$ cat src/rtl/adc_scan_pkg.sv
package adc_scan_pkg;

    localparam int NCH = 8;
    localparam int CHW = $clog2(NCH);

    // control register bit positions
    localparam int CTL_GO  = 6;
    localparam int CTL_EOC = 7;

    typedef enum logic [1:0] {
        SQ_IDLE  = 2'd0,
        SQ_ISSUE = 2'd1,
        SQ_WAIT  = 2'd2
    } seq_state_t;

    // lowest input of the set; the highest input always equals the channel code
    function automatic logic [CHW-1:0] scan_first(input logic [2:0] mode,
                                                  input logic [CHW-1:0] chan);
        logic [CHW-1:0] f;
        if (!mode[2])
            f = chan;
        else if (!mode[0] && chan[CHW-1])
            f = CHW'(NCH / 2);
        else
            f = '0;
        return f;
    endfunction

endpackage

$ cat src/rtl/adc_scan_ctrl.sv
module adc_scan_ctrl
    import adc_scan_pkg::*;
(
    input  logic           clk,
    input  logic           rst_n,
    input  logic           ctl_wr,
    input  logic [2:0]     wr_mode,
    input  logic [CHW-1:0] wr_chan,
    input  logic           wr_go,
    input  logic [CHW-1:0] held_first,
    input  logic           cv_done,
    output logic [2:0]     mode_q,
    output logic [CHW-1:0] chan_q,
    output logic           busy,
    output logic           cv_start,
    output logic [CHW-1:0] cv_chan,
    output logic           res_we,
    output logic           pass_end
);

    typedef struct packed {
        seq_state_t     st;
        logic [2:0]     mode;
        logic [CHW-1:0] chan;
        logic [CHW-1:0] cur;
        logic           stop;
    } ctrl_t;

    ctrl_t q, d;
    logic  halt_now;
    logic  at_last;

    always_comb begin
        d        = q;
        res_we   = 1'b0;
        pass_end = 1'b0;
        halt_now = q.stop | (ctl_wr & ~wr_go);
        at_last  = (q.cur == q.chan);

        if (q.st != SQ_IDLE && ctl_wr && !wr_go)
            d.stop = 1'b1;

        case (q.st)
            SQ_IDLE: begin
                if (ctl_wr) begin
                    d.mode = wr_mode;
                    d.chan = wr_chan;
                    if (wr_go) begin
                        d.st   = SQ_ISSUE;
                        d.cur  = scan_first(wr_mode, wr_chan);
                        d.stop = 1'b0;
                    end
                end
            end
            SQ_ISSUE: begin
                d.st = SQ_WAIT;
            end
            SQ_WAIT: begin
                if (cv_done) begin
                    res_we = 1'b1;
                    if (at_last) begin
                        pass_end = 1'b1;
                        if (q.mode[1] && !halt_now) begin
                            d.cur = held_first;
                            d.st  = SQ_ISSUE;
                        end else begin
                            d.st   = SQ_IDLE;
                            d.stop = 1'b0;
                        end
                    end else begin
                        d.cur = q.cur + 1'b1;
                        d.st  = SQ_ISSUE;
                    end
                end
            end
            default: d.st = SQ_IDLE;
        endcase
    end

    always_ff @(posedge clk or negedge rst_n) begin
        if (!rst_n) begin
            q.st   <= SQ_IDLE;
            q.mode <= '0;
            q.chan <= '0;
            q.cur  <= '0;
            q.stop <= 1'b0;
        end else begin
            q <= d;
        end
    end

    assign mode_q   = q.mode;
    assign chan_q   = q.chan;
    assign busy     = (q.st != SQ_IDLE);
    assign cv_start = (q.st == SQ_ISSUE);
    assign cv_chan  = q.cur;

endmodule

$ cat src/rtl/adc_eoc_flag.sv
module adc_eoc_flag (
    input  logic clk,
    input  logic rst_n,
    input  logic set_pulse,
    input  logic ctl_rd,
    input  logic ctl_wr,
    input  logic wr_flag_bit,
    input  logic dma_rd,
    output logic flag
);

    typedef struct packed {
        logic flag;
        logic armed;
    } eoc_t;

    eoc_t q, d;

    always_comb begin
        d = q;
        if (ctl_rd && q.flag)
            d.armed = 1'b1;
        if (ctl_wr) begin
            if (!wr_flag_bit && q.armed)
                d.flag = 1'b0;
            d.armed = 1'b0;
        end
        if (dma_rd) begin
            d.flag  = 1'b0;
            d.armed = 1'b0;
        end
        if (set_pulse)
            d.flag = 1'b1;
    end

    always_ff @(posedge clk or negedge rst_n) begin
        if (!rst_n) begin
            q.flag  <= 1'b0;
            q.armed <= 1'b0;
        end else begin
            q <= d;
        end
    end

    assign flag = q.flag;

endmodule

$ cat src/rtl/adc_result_bank.sv
module adc_result_bank
    import adc_scan_pkg::*;
#(
    parameter int DW = 12
) (
    input  logic           clk,
    input  logic           rst_n,
    input  logic           we,
    input  logic [CHW-1:0] widx,
    input  logic [DW-1:0]  wdata,
    input  logic [CHW-1:0] ridx_a,
    output logic [DW-1:0]  rdata_a,
    input  logic [CHW-1:0] ridx_b,
    output logic [DW-1:0]  rdata_b
);

    logic [DW-1:0] slot_q [NCH];
    logic [DW-1:0] slot_d [NCH];

    for (genvar i = 0; i < NCH; i++) begin : g_slot
        always_comb begin
            slot_d[i] = slot_q[i];
            if (we && widx == CHW'(i))
                slot_d[i] = wdata;
        end

        always_ff @(posedge clk or negedge rst_n) begin
            if (!rst_n)
                slot_q[i] <= '0;
            else
                slot_q[i] <= slot_d[i];
        end
    end

    assign rdata_a = slot_q[ridx_a];
    assign rdata_b = slot_q[ridx_b];

endmodule

$ cat src/rtl/adc_scan_seq.sv
module adc_scan_seq
    import adc_scan_pkg::*;
#(
    parameter int DW = 12,
    parameter int AW = 4
) (
    input  logic           clk,
    input  logic           rst_n,
    input  logic           wr_en,
    input  logic [AW-1:0]  wr_addr,
    input  logic [7:0]     wr_data,
    input  logic           rd_en,
    input  logic [AW-1:0]  rd_addr,
    output logic [DW-1:0]  rd_data,
    input  logic           dma_rd,
    input  logic [CHW-1:0] dma_idx,
    output logic [DW-1:0]  dma_data,
    output logic           cv_start,
    output logic [CHW-1:0] cv_chan,
    input  logic           cv_done,
    input  logic [DW-1:0]  cv_result,
    output logic           busy,
    output logic           eoc
);

    localparam int PADW = DW - 8;

    logic           ctl_wr;
    logic           ctl_rd;
    logic [2:0]     mode_q;
    logic [CHW-1:0] chan_q;
    logic [CHW-1:0] held_first;
    logic           res_we;
    logic           pass_end;
    logic [DW-1:0]  bank_rd;
    logic [7:0]     status;

    assign ctl_wr     = wr_en && (wr_addr == '0);
    assign ctl_rd     = rd_en && (rd_addr == '0);
    assign held_first = scan_first(mode_q, chan_q);

    adc_scan_ctrl u_ctrl (
        .clk        (clk),
        .rst_n      (rst_n),
        .ctl_wr     (ctl_wr),
        .wr_mode    (wr_data[5:3]),
        .wr_chan    (wr_data[2:0]),
        .wr_go      (wr_data[CTL_GO]),
        .held_first (held_first),
        .cv_done    (cv_done),
        .mode_q     (mode_q),
        .chan_q     (chan_q),
        .busy       (busy),
        .cv_start   (cv_start),
        .cv_chan    (cv_chan),
        .res_we     (res_we),
        .pass_end   (pass_end)
    );

    adc_eoc_flag u_eoc (
        .clk         (clk),
        .rst_n       (rst_n),
        .set_pulse   (pass_end),
        .ctl_rd      (ctl_rd),
        .ctl_wr      (ctl_wr),
        .wr_flag_bit (wr_data[CTL_EOC]),
        .dma_rd      (dma_rd),
        .flag        (eoc)
    );

    adc_result_bank #(.DW(DW)) u_bank (
        .clk     (clk),
        .rst_n   (rst_n),
        .we      (res_we),
        .widx    (cv_chan),
        .wdata   (cv_result),
        .ridx_a  (rd_addr[CHW-1:0]),
        .rdata_a (bank_rd),
        .ridx_b  (dma_idx),
        .rdata_b (dma_data)
    );

    assign status = {eoc, busy, mode_q, chan_q};

    always_comb begin
        if (rd_addr == '0)
            rd_data = {{PADW{1'b0}}, status};
        else if (rd_addr[AW-1])
            rd_data = bank_rd;
        else
            rd_data = '0;
    end

endmodule

$ cat config.mk
export PLATFORM = sky130hd
export DESIGN_NAME = adc_scan_seq
export DESIGN_NICKNAME = d
export VERILOG_FILES = /design/src/rtl/adc_scan_pkg.sv /design/src/rtl/adc_scan_ctrl.sv /design/src/rtl/adc_eoc_flag.sv /design/src/rtl/adc_result_bank.sv /design/src/rtl/adc_scan_seq.sv
export SDC_FILE = /design/constraint.sdc
export NUM_CORES = 1
export LEC_CHECK = 0
export ABC_CLOCK_PERIOD_IN_PS = 2500
export BUFFER_PORTS_ARGS = -buffer_cell sky130_fd_sc_hd__buf_2
export CAP_MARGIN = 10
export CORE_ASPECT_RATIO = 1.5
export CORE_MARGIN = 2
export CORE_UTILIZATION = 49
export CTS_BUF_LIST = sky130_fd_sc_hd__clkbuf_8
export DETAILED_ROUTE_END_ITERATION = 8
export GPL_TIMING_DRIVEN = 0
export PLACE_DENSITY = 0.68
export SLEW_MARGIN = 20
export SYNTH_ARGS = -nofsm -noshare
export SYNTH_HDL_FRONTEND = slang
export SYNTH_HIERARCHICAL = 1
export SYNTH_SLANG_ARGS = --single-unit
$ cat constraint.sdc
create_clock -name clk -period 2.5 [get_ports clk]
set_input_delay 0 -clock clk [delete_from_list [all_inputs] [get_ports clk]]
set_output_delay 0 -clock clk [all_outputs]
set_load 0.01 [all_outputs]
==> results summary, run 1 <==
Setup repair after global routing left no endpoint under its margin. The final wirelength is 14900 µm. The clock slew seen by the registers of the worst setup and hold paths came out at 100 ps. The initial core utilization is 0.503. For hold timing, the worst endpoint is u_ctrl/q[11]. The first global-routing pass estimated around 23000 µm of wire. The cell chosen for the clock root is sky130_fd_sc_hd__clkbuf_8. The net total in the final layout is 536.

For this run, design rule violations remaining after detail routing come to 0. The worst hold path was traced through 3 stages. The post-synthesis sequential element count came out at 110. The post-synthesis instance total is 399. The final number of max-transition violations is 0. For this design the static power due to leakage is 0.00362 µW. The remaining global-route overflow is 0. The first-pass iteration count of the detailed router came out at 4.

The total I/O pin count is 67. The post-layout minimum cycle time is 2350 ps. The number of instances in the placed design is 620. By area the synthesized netlist is led by sky130_fd_sc_hd__dfrtp_1 44%, sky130_fd_sc_hd__mux2_2 23%, sky130_fd_sc_hd__mux4_1 18%.

The worst reg-to-reg setup slack is roughly 150 ps. In the finished design, the share of the clock period the worst path needs comes to 0.939. The count of port buffers added during placement came out at 64. The clock insertion delay at the later pin of the skew report came out at 370 ps. The endpoint of the lowest-slack register-to-register path is u_bank/slot_q[94]. The peak supply drop came out at 316 µV.

The path class of the tightest hold or removal check is input pin to register. The largest single stage delay on the critical path is approximately 440 ps. The internal power consumption is 3800 µW. The die covers 13700 µm². The total number of H-tree levels came out at 3. The peak clock frequency supported by timing is 0.426 GHz.

The slowest stage of the critical path is the sky130_fd_sc_hd__dfrtp_1 cell. The number of enable-type register cells in the synthesized netlist is 0. The number of vias per cell is 6.03. In this run the tightest slew margin relative to its limit is 0.418.

STA classifies the critical path startpoint as a register. The fraction of final layout cells with drive strength greater than 1 is 0.505. The highest fanout seen on the critical path is 10. Sorting the synthesized cells by how often they occur yields 127 x sky130_fd_sc_hd__mux2_2, 110 x sky130_fd_sc_hd__dfrtp_1, 42 x sky130_fd_sc_hd__mux4_1. The count of cell types in the netlist is between 40 and 50. The fraction of power consumed by the clock network is 0.203. The floorplan core area came out at 12400 µm². Once layout is complete, the utilization of the core stands at 0.582. The count of endpoints failing hold in the final timing report is 0. The proportion of synthesized flip-flops having asynchronous set or reset came out at 1.00. The flow ran to the end, and the final reports show no timing, DRC or antenna violations. In this run the core area contains 50 standard-cell rows. The post-synthesis average cell area is 15.7 µm². The largest net degree at the start of global routing is 79. The number of endpoints failing setup at the final stage is 0.

Of the total power, the share spent switching nets is 0.292. The congestion estimate from routability-driven global placement came to 0.795. The startpoint of the lowest-slack hold path is cv_done. Tracing the worst setup path back leads to its startpoint at u_ctrl/q[10].

The width of the die is 96.3 µm. The number of global-route vias before repair came out at between 4k and 5k. Setup slack on the critical path of the routed design comes to 151 ps. The maximum clock insertion buffer count came out at 2. In this run the remaining antenna-violating nets after routing total 0.

The kind of critical path is register to register. The sink count of the clock tree is 110. The final sum of negative setup slack is 0 ps. The initial antenna violation count is 0. The CTS tree is yes. The number of design-rule violations left by the first detailed-router iteration came out at 180. Walking the worst path, the cells encountered are nand3b_2 > inv_1 > nor4b_2 > clkbuf_4 > mux2_2. The total via count in the routed design is around 4k.

The warning count from the yosys run is 6. The proportion of netlist area held by the largest area contributor came out at 0.440. The count of cells in the finished layout, fillers not included, comes to 659. Of all cell types, the one taking the most synthesized area is sky130_fd_sc_hd__dfrtp_1. The required time at the endpoint of the critical path is 2750 ps. The share of power burned in combinational logic came out at 0.332.

Data on the critical path arrives at its endpoint at 2600 ps. The share of the Yosys chip area taken by registers is 0.440. Dividing the detail-routed wire length by the instance count gives 22.5 µm.

The total power per unit cell area came out at 742 nW/µm². The die extent in y came out at 142 µm. The synthesis-to-layout area growth is 15.7%. The net switching power is 1570 µW. Clock skew on the completed layout was measured at 10.6 ps. The relative contribution of sequential cells to total power is 0.466. For this run, the leading register cell type out of synthesis is sky130_fd_sc_hd__dfrtp_1. The synthesized cell area is 6260 µm².

The number of antenna diodes in the final layout is 0. The sum of net half-perimeters after detailed placement is 10000 µm. The slew of the pin with the lowest slew margin came out at 873 ps. The max-capacitance violation count is 0. The worst reg-to-reg path cell count is 5. The startpoint of the lowest-slack register-to-register path is u_ctrl/q[10]. The worst setup path is captured at a register. Counting every net in the synthesized netlist gives around 440. The number of buffers added by the clock tree synthesis step came out at 9.

The worst slack at placement came out at ~95 ps. The layout filler cell count came out at around 990. The global-route usage over all layers came out at 0.229. sky130_fd_sc_hd__mux2_2 is the most common cell in the netlist.
[cells in the final DEF, fill, tap and decap left out, drive strengths merged, types with 3 or more instances in the layout]
| cell | n |
|---|---|
| and2 | 5 |
| nor2b | 11 |
| nor2 | 6 |
| mux4 | 48 |
| a21oi | 4 |
| a22o | 9 |
| dlygate4sd3 | 23 |
| nand4b | 3 |
| xnor2 | 4 |
| dfrtp | 110 |
| buf | 93 |
| clkbuf | 15 |
| mux2 | 127 |
| nand2 | 4 |
| and4bb | 3 |
| o21ai | 3 |
| inv | 5 |
[through the flow]
step | hold WS [ps] | instance area (µm²) | power (µW)
6_report | 41.4 | 7240 | 5370
5_1_grt | 31.1 | 7240 | 5670
4_1_cts | 26.2 | 7240 | 5420
3_5_place_dp | -88.7 | 6810 | 4300
3_3_place_gp | 183 | 6770 | 4210
2_1_floorplan | -296 | 6260 | 3780
[sequential cells by signal, summed over array words and instances, names as in the netlist]
signal          flops
u_ctrl/q            3
u_eoc/q             1
u_eoc/flag          1
u_ctrl/mode_q       3
u_ctrl/chan_q       3
u_bank/slot_q      96
u_ctrl/cv_chan      3
[power groups by stage]
| stage | Combinational (µW) | Clock (µW) | Sequential, µW |
|---|---|---|---|
| after floorplan | 1350 | 0 | 2430 |
| after global placement | 1720 | 0 | 2490 |
| after detailed placement | 1760 | 0 | 2540 |
| after CTS | 1800 | 1120 | 2500 |
| after global routing | 1920 | 1190 | 2560 |
| final | 1780 | 1090 | 2500 |
[repair_timing]
action	in CTS	in global routing
hold buffers	23	0
buffers inserted	0	0
hold endpoints to repair	216	0
gates resized for setup	0	1
endpoints found under the setup margin	0	10
[cell families after synthesis]
kind of cell    synth area share
buf+inv                   0.0386
mux                        0.426
fa+ha+maj                0.00200
xor+xnor                 0.00560
simple gates              0.0550
flops                      0.440
compound gates            0.0326
[metal layers]
| layer | track usage | up-vias | part of all wire |
|---|---|---|---|
| li1 | - | 1767 | - |
| met1 | 0.284 | 2084 | 0.41 |
| met2 | 0.402 | 98 | 0.53 |
| met3 | 0.0328 | 22 | 0.040 |
| met4 | 0.0797 | 0 | 0.021 |
| met5 | 0 | - | 0 |
[critical path, delay by kind of cell (launching register included)]
kind,cells,cell delay (ps)
flops,1,440
buf+inv,2,650
simple gates,2,770
mux,1,360
[worst max-delay path by stage]
stage               slack [ps]                 to
finish                     150  u_bank/slot_q[94]
global route                20  u_bank/slot_q[94]
CTS                         70  u_bank/slot_q[94]
detailed placement          90  u_bank/slot_q[94]
global placement           130  u_bank/slot_q[88]
floorplan                  580  u_bank/slot_q[85]
[area by class of cell]
| cell class | count | area [µm²] | share of cell area |
|---|---|---|---|
| repair buffers | 88 | 584 | 0.0807 |
| flip-flops and latches | 110 | 2750 | 0.380 |
| multi-input cells | 252 | 3260 | 0.451 |
| plain buffers | 33 | 229 | 0.0316 |
| inverters | 4 | 15.0 | 0.00207 |
| well taps | 156 | 195 | 0.0270 |
| clock buffers | 10 | 138 | 0.0190 |
| clock inverters | 6 | 62.6 | 0.00864 |
Power figures use the tool's default switching activity.
==> run 2: changes to the inputs <==
- ABC_AREA: unset -> 1
- CAP_MARGIN: 10 -> 20
==> run 2 against run 1 <==
  * Sequential cell count unchanged
  * Hold slack worse by 25 ps
  * Core utilization down 0.59 points
  * Sequential share of layout area down 2.5 points
  * Combinational power down 19%
  * Largest cell class unchanged
  * Sequential power down 14%
  * Cell area up 7.1%
  * Synthesized area up 8.1%
  * Clock-buffer cell count up 1
==> results summary, run 2 <==
The clock insertion delay at the later pin of the skew report came out at 380 ps (was 370 ps). Outcome: finished clean (unchanged). The number of nets produced by synthesis is 1089 (was 437).

The remaining global-route overflow came out at 0 (unchanged). The classification of the worst-slack hold path is input pin to register (unchanged). The number of vias per cell is 5.35 (was 6.03). The most common cell after layout, fill and taps aside is sky130_fd_sc_hd__nand2_1 (was sky130_fd_sc_hd__mux2_2).

Leading cell types in the layout, fill and taps excluded: 471 x sky130_fd_sc_hd__nand2_1, 142 x sky130_fd_sc_hd__inv_1, 112 x sky130_fd_sc_hd__nand3_1 (was 127 x sky130_fd_sc_hd__mux2_2, 110 x sky130_fd_sc_hd__dfrtp_1, 75 x sky130_fd_sc_hd__buf_2). The flip-flop and latch area came out at 2750 µm² (unchanged). The relative max-transition margin is 0.611 (was 0.418). The final standard cell area without fillers came out at 7750 µm² (was 7240 µm²). The share of the yosys chip area belonging to registers came out at 0.407 (was 0.440). The most numerous cell in the Yosys netlist is sky130_fd_sc_hd__nand2_1 (was sky130_fd_sc_hd__mux2_2). The first-pass iteration count of the detailed router came out at 5 (was 4). The antenna diode instance count was 0 (unchanged). The proportion of netlist area held by the largest area contributor is 0.407 (was 0.440). The total number of H-tree levels came out at 3 (unchanged). The number of post-CTS setup repair buffers came out at 0 (unchanged).

The max-capacitance violation count came out at 0 (unchanged). The final wirelength was 23900 µm (was 14900 µm). The cell chosen for the clock root was sky130_fd_sc_hd__clkbuf_8 (unchanged). The sink count of the clock tree came out at 110 (unchanged). The total power per unit cell area came out at 610 nW/µm² (was 742 nW/µm²). The final sum of negative setup slack came out at 0 ps (unchanged). The count of port buffers added during placement came out at 65 (was 64). The net total in the final layout came to 1188 (was 536). The final routed DRC violation total came out at 0 (unchanged).

The peak supply drop came out at 432 µV (was 316 µV). The highest fanout seen on the critical path was 10 (unchanged). The critical path launch point is u_ctrl/q[11] (was u_ctrl/q[10]). The last weighted congestion value of the routability-driven placer came to 1.03 (was 0.795). The count of endpoints failing hold in the final timing report was 0 (unchanged). The area of combinational cells with multiple inputs came out at 3120 µm² (was 3260 µm²).

The area of the die is 14800 µm² (was 13700 µm²). The number of buffers added by the clock tree synthesis step is 9 (unchanged). The placement-stage cell area is 7330 µm² (was 6810 µm²). The fraction of power spent switching nets was 0.362 (was 0.292). The share of power burned in combinational logic is 0.304 (was 0.332). Main area contributors after synthesis: sky130_fd_sc_hd__dfrtp_1 41%, sky130_fd_sc_hd__nand2_1 26%, sky130_fd_sc_hd__nand3_1 8.3% (was sky130_fd_sc_hd__dfrtp_1 44%, sky130_fd_sc_hd__mux2_2 23%, sky130_fd_sc_hd__mux4_1 18%). The number of nets with antenna violations after detailed routing was 0 (unchanged).

The die extent in y is 148 µm (was 142 µm). The number of global-route vias before repair came out at 6597 (was 4123). The worst reg-to-reg setup slack is 660 ps (was 150 ps). The post-layout minimum cycle time is 1840 ps (was 2350 ps). The endpoint of the lowest-slack register-to-register path was u_bank/slot_q[51] (was u_bank/slot_q[94]).

The startpoint of the lowest-slack hold path was rd_en (was cv_done). The floorplan core area is 13500 µm² (was 12400 µm²). The fraction of final layout cells with drive strength greater than 1 came out at 0.132 (was 0.505). Top post-synthesis cells by count: 471 x sky130_fd_sc_hd__nand2_1, 142 x sky130_fd_sc_hd__inv_1, 112 x sky130_fd_sc_hd__nand3_1 (was 127 x sky130_fd_sc_hd__mux2_2, 110 x sky130_fd_sc_hd__dfrtp_1, 42 x sky130_fd_sc_hd__mux4_1).

The total via count in the routed design is 7045 (was 3971). The net switching power came out at 1710 µW (was 1570 µW). The post-synthesis sequential element count is 110 (unchanged). The most frequently used flop master after synthesis was sky130_fd_sc_hd__dfrtp_1 (unchanged).

The count of standard-cell rows is 52 (was 50). The internal power consumption was 3020 µW (was 3800 µW). The total I/O pin count was 67 (unchanged). The delay contributed by the slowest stage of the critical path is 390 ps (was 440 ps). The average detailed-routed wire length per instance came out at 18.2 µm (was 22.5 µm).

RSZ-0062 raised after global routing: false (unchanged). The type of destination of the critical path is a register (unchanged). The library cell contributing the largest single delay on the critical path was sky130_fd_sc_hd__dfrtp_1 (unchanged).

The flip-flop count of the largest register after layout came out at 96 (unchanged). The worst slack at placement came to 688 ps (was 94.9 ps). The warning count from the yosys run is 6 (unchanged). The final setup slack of the worst path is 655 ps (was 151 ps). The synthesized cell area is 6770 µm² (was 6260 µm²).

The global-route usage over all layers is 0.330 (was 0.229). The initial antenna violation count is 0 (unchanged). The startpoint of the lowest-slack register-to-register path was u_ctrl/q[11] (was u_ctrl/q[10]). The initial core utilization came out at 0.502 (was 0.503).

The global-route wire length before repair was 35800 µm (was 22800 µm). The post-synthesis average cell area came out at 6.44 µm² (was 15.7 µm²). The count of cell types in the netlist came out at 29 (was 45).

The proportion of synthesized flip-flops having asynchronous set or reset was 1.00 (unchanged). The worst clock skew is 11.9 ps (was 10.6 ps). The required time at the endpoint of the critical path came to 2740 ps (was 2750 ps). The relative contribution of sequential cells to total power is 0.453 (was 0.466). The cell taking the most area after synthesis is sky130_fd_sc_hd__dfrtp_1 (unchanged). The fraction of power consumed by the clock network is 0.244 (was 0.203). The peak clock frequency supported by timing is 0.542 GHz (was 0.426 GHz).

The clock slew seen by the registers of the worst setup and hold paths came to 100 ps (about the same). The layout filler cell count came out at 1365 (was 985). The number of endpoints failing setup at the final stage was 0 (unchanged). Worst path cell trace: inv_2 > nor2_2 > nand2_2 > inv_2 > inv_1 > nor2_2 > nand3_1 > buf_2 > nand2_1 > o21ai_0 (was nand3b_2 > inv_1 > nor4b_2 > clkbuf_4 > mux2_2).

The synthesis-to-layout area growth is 14.6% (was 15.7%). The CTS tree is yes (unchanged). The slew of the pin with the lowest slew margin came out at 584 ps (was 873 ps).

The data arrival time of the critical path is 2080 ps (was 2600 ps). The number of design-rule violations left by the first detailed-router iteration came out at 545 (was 180). The largest net degree at the start of global routing is 65 (was 79). The sum of net half-perimeters after detailed placement came to 18000 µm (was 10000 µm).

The ratio of final minimum period to clock period is 0.738 (was 0.939). The cell count of the worst hold path is 7 (was 3). The post-synthesis instance total is 1051 (was 399). The worst hold endpoint is u_eoc/q[0] (was u_ctrl/q[11]). The register with the most flip-flops is u_bank/slot_q (unchanged).

The number of enable-type register cells in the synthesized netlist is 0 (unchanged). The final number of max-transition violations is 0 (unchanged). The leakage power came out at 0.00438 µW (was 0.00362 µW). The startpoint type of the worst setup path is a register (unchanged).

The kind of critical path is register to register (unchanged). The worst reg-to-reg path cell count was 10 (was 5). The maximum clock insertion buffer count is 2 (unchanged). The width of the die is 99.9 µm (was 96.3 µm).
[run 2: worst max-delay path: cells and delay by family, from the launching register on]
| family | cells | cell delay, ps |
|---|---|---|
| simple gates | 5 | 710 |
| compound gates | 1 | 80 |
| buf+inv | 4 | 520 |
| flops | 1 | 390 |
[run 2: worst max-delay path by stage]
stage                                   end  slack, ps  depth (start not counted)
after global routing      u_bank/slot_q[57]        520                          9
after CTS                 u_bank/slot_q[57]        670                          9
after detailed placement  u_bank/slot_q[51]        690                         10
after floorplan           u_bank/slot_q[51]       1090                         10
final                     u_bank/slot_q[51]        660                         10
after global placement     u_bank/slot_q[0]         70                          1
[run 2: repair_timing]
| action | in CTS | in global routing |
|---|---|---|
| endpoints found under the setup margin | 0 | 0 |
| hold endpoints to repair | 135 | 0 |
| resized for setup | 0 | 0 |
| hold buffers | 22 | 0 |
[run 2: power by group through the flow]
stage | Clock (µW) | Combinational (µW) | Sequential (µW)
floorplan | 0 | 925 | 2150
global placement | 0 | 1370 | 2170
detailed placement | 0 | 1390 | 2170
CTS | 1180 | 1420 | 2140
global route | 1250 | 1600 | 2170
finish | 1150 | 1440 | 2140
[run 2: per-stage QoR]
step,total power (µW),util,hold WS [ps],instances
final,4730,0.576,16.7,1316
after detailed placement,3560,0.544,-32.6,1279
after global placement,3540,0.542,205,1278
after global routing,5020,0.576,51.0,1316
after floorplan,3070,-,-296,1051
after CTS,4740,0.576,5.47,1316
[run 2: area by class of cell]
type                       instances  area share
buffer                            61      0.0411
clock buffer                      11      0.0195
clock inverter                     4     0.00710
inverter                         153      0.0741
multi-input combinational        727       0.402
sequential                       110       0.355
tap                              162      0.0261
timing repair buffer              88      0.0747
[run 2: logic make-up (layout without fill, tap and decap cells)]
logic type / count (synthesis) / count (layout) / synth area share
simple gates: 618 / 618 / 0.376
mux: 1 / 1 / 0.00166
compound gates: 106 / 106 / 0.0799
xor+xnor: 1 / 1 / 0.00129
fa+ha+maj: 1 / 1 / 0.00185
flops: 110 / 110 / 0.407
buf+inv: 214 / 317 / 0.132
[run 2: metal layers]
metal | global-route usage | wire (µm)
met4 | 0.209 | 1640
met3 | 0.0416 | 1370
met1 | 0.378 | 8760
met2 | 0.575 | 12200
met5 | 0 | 0
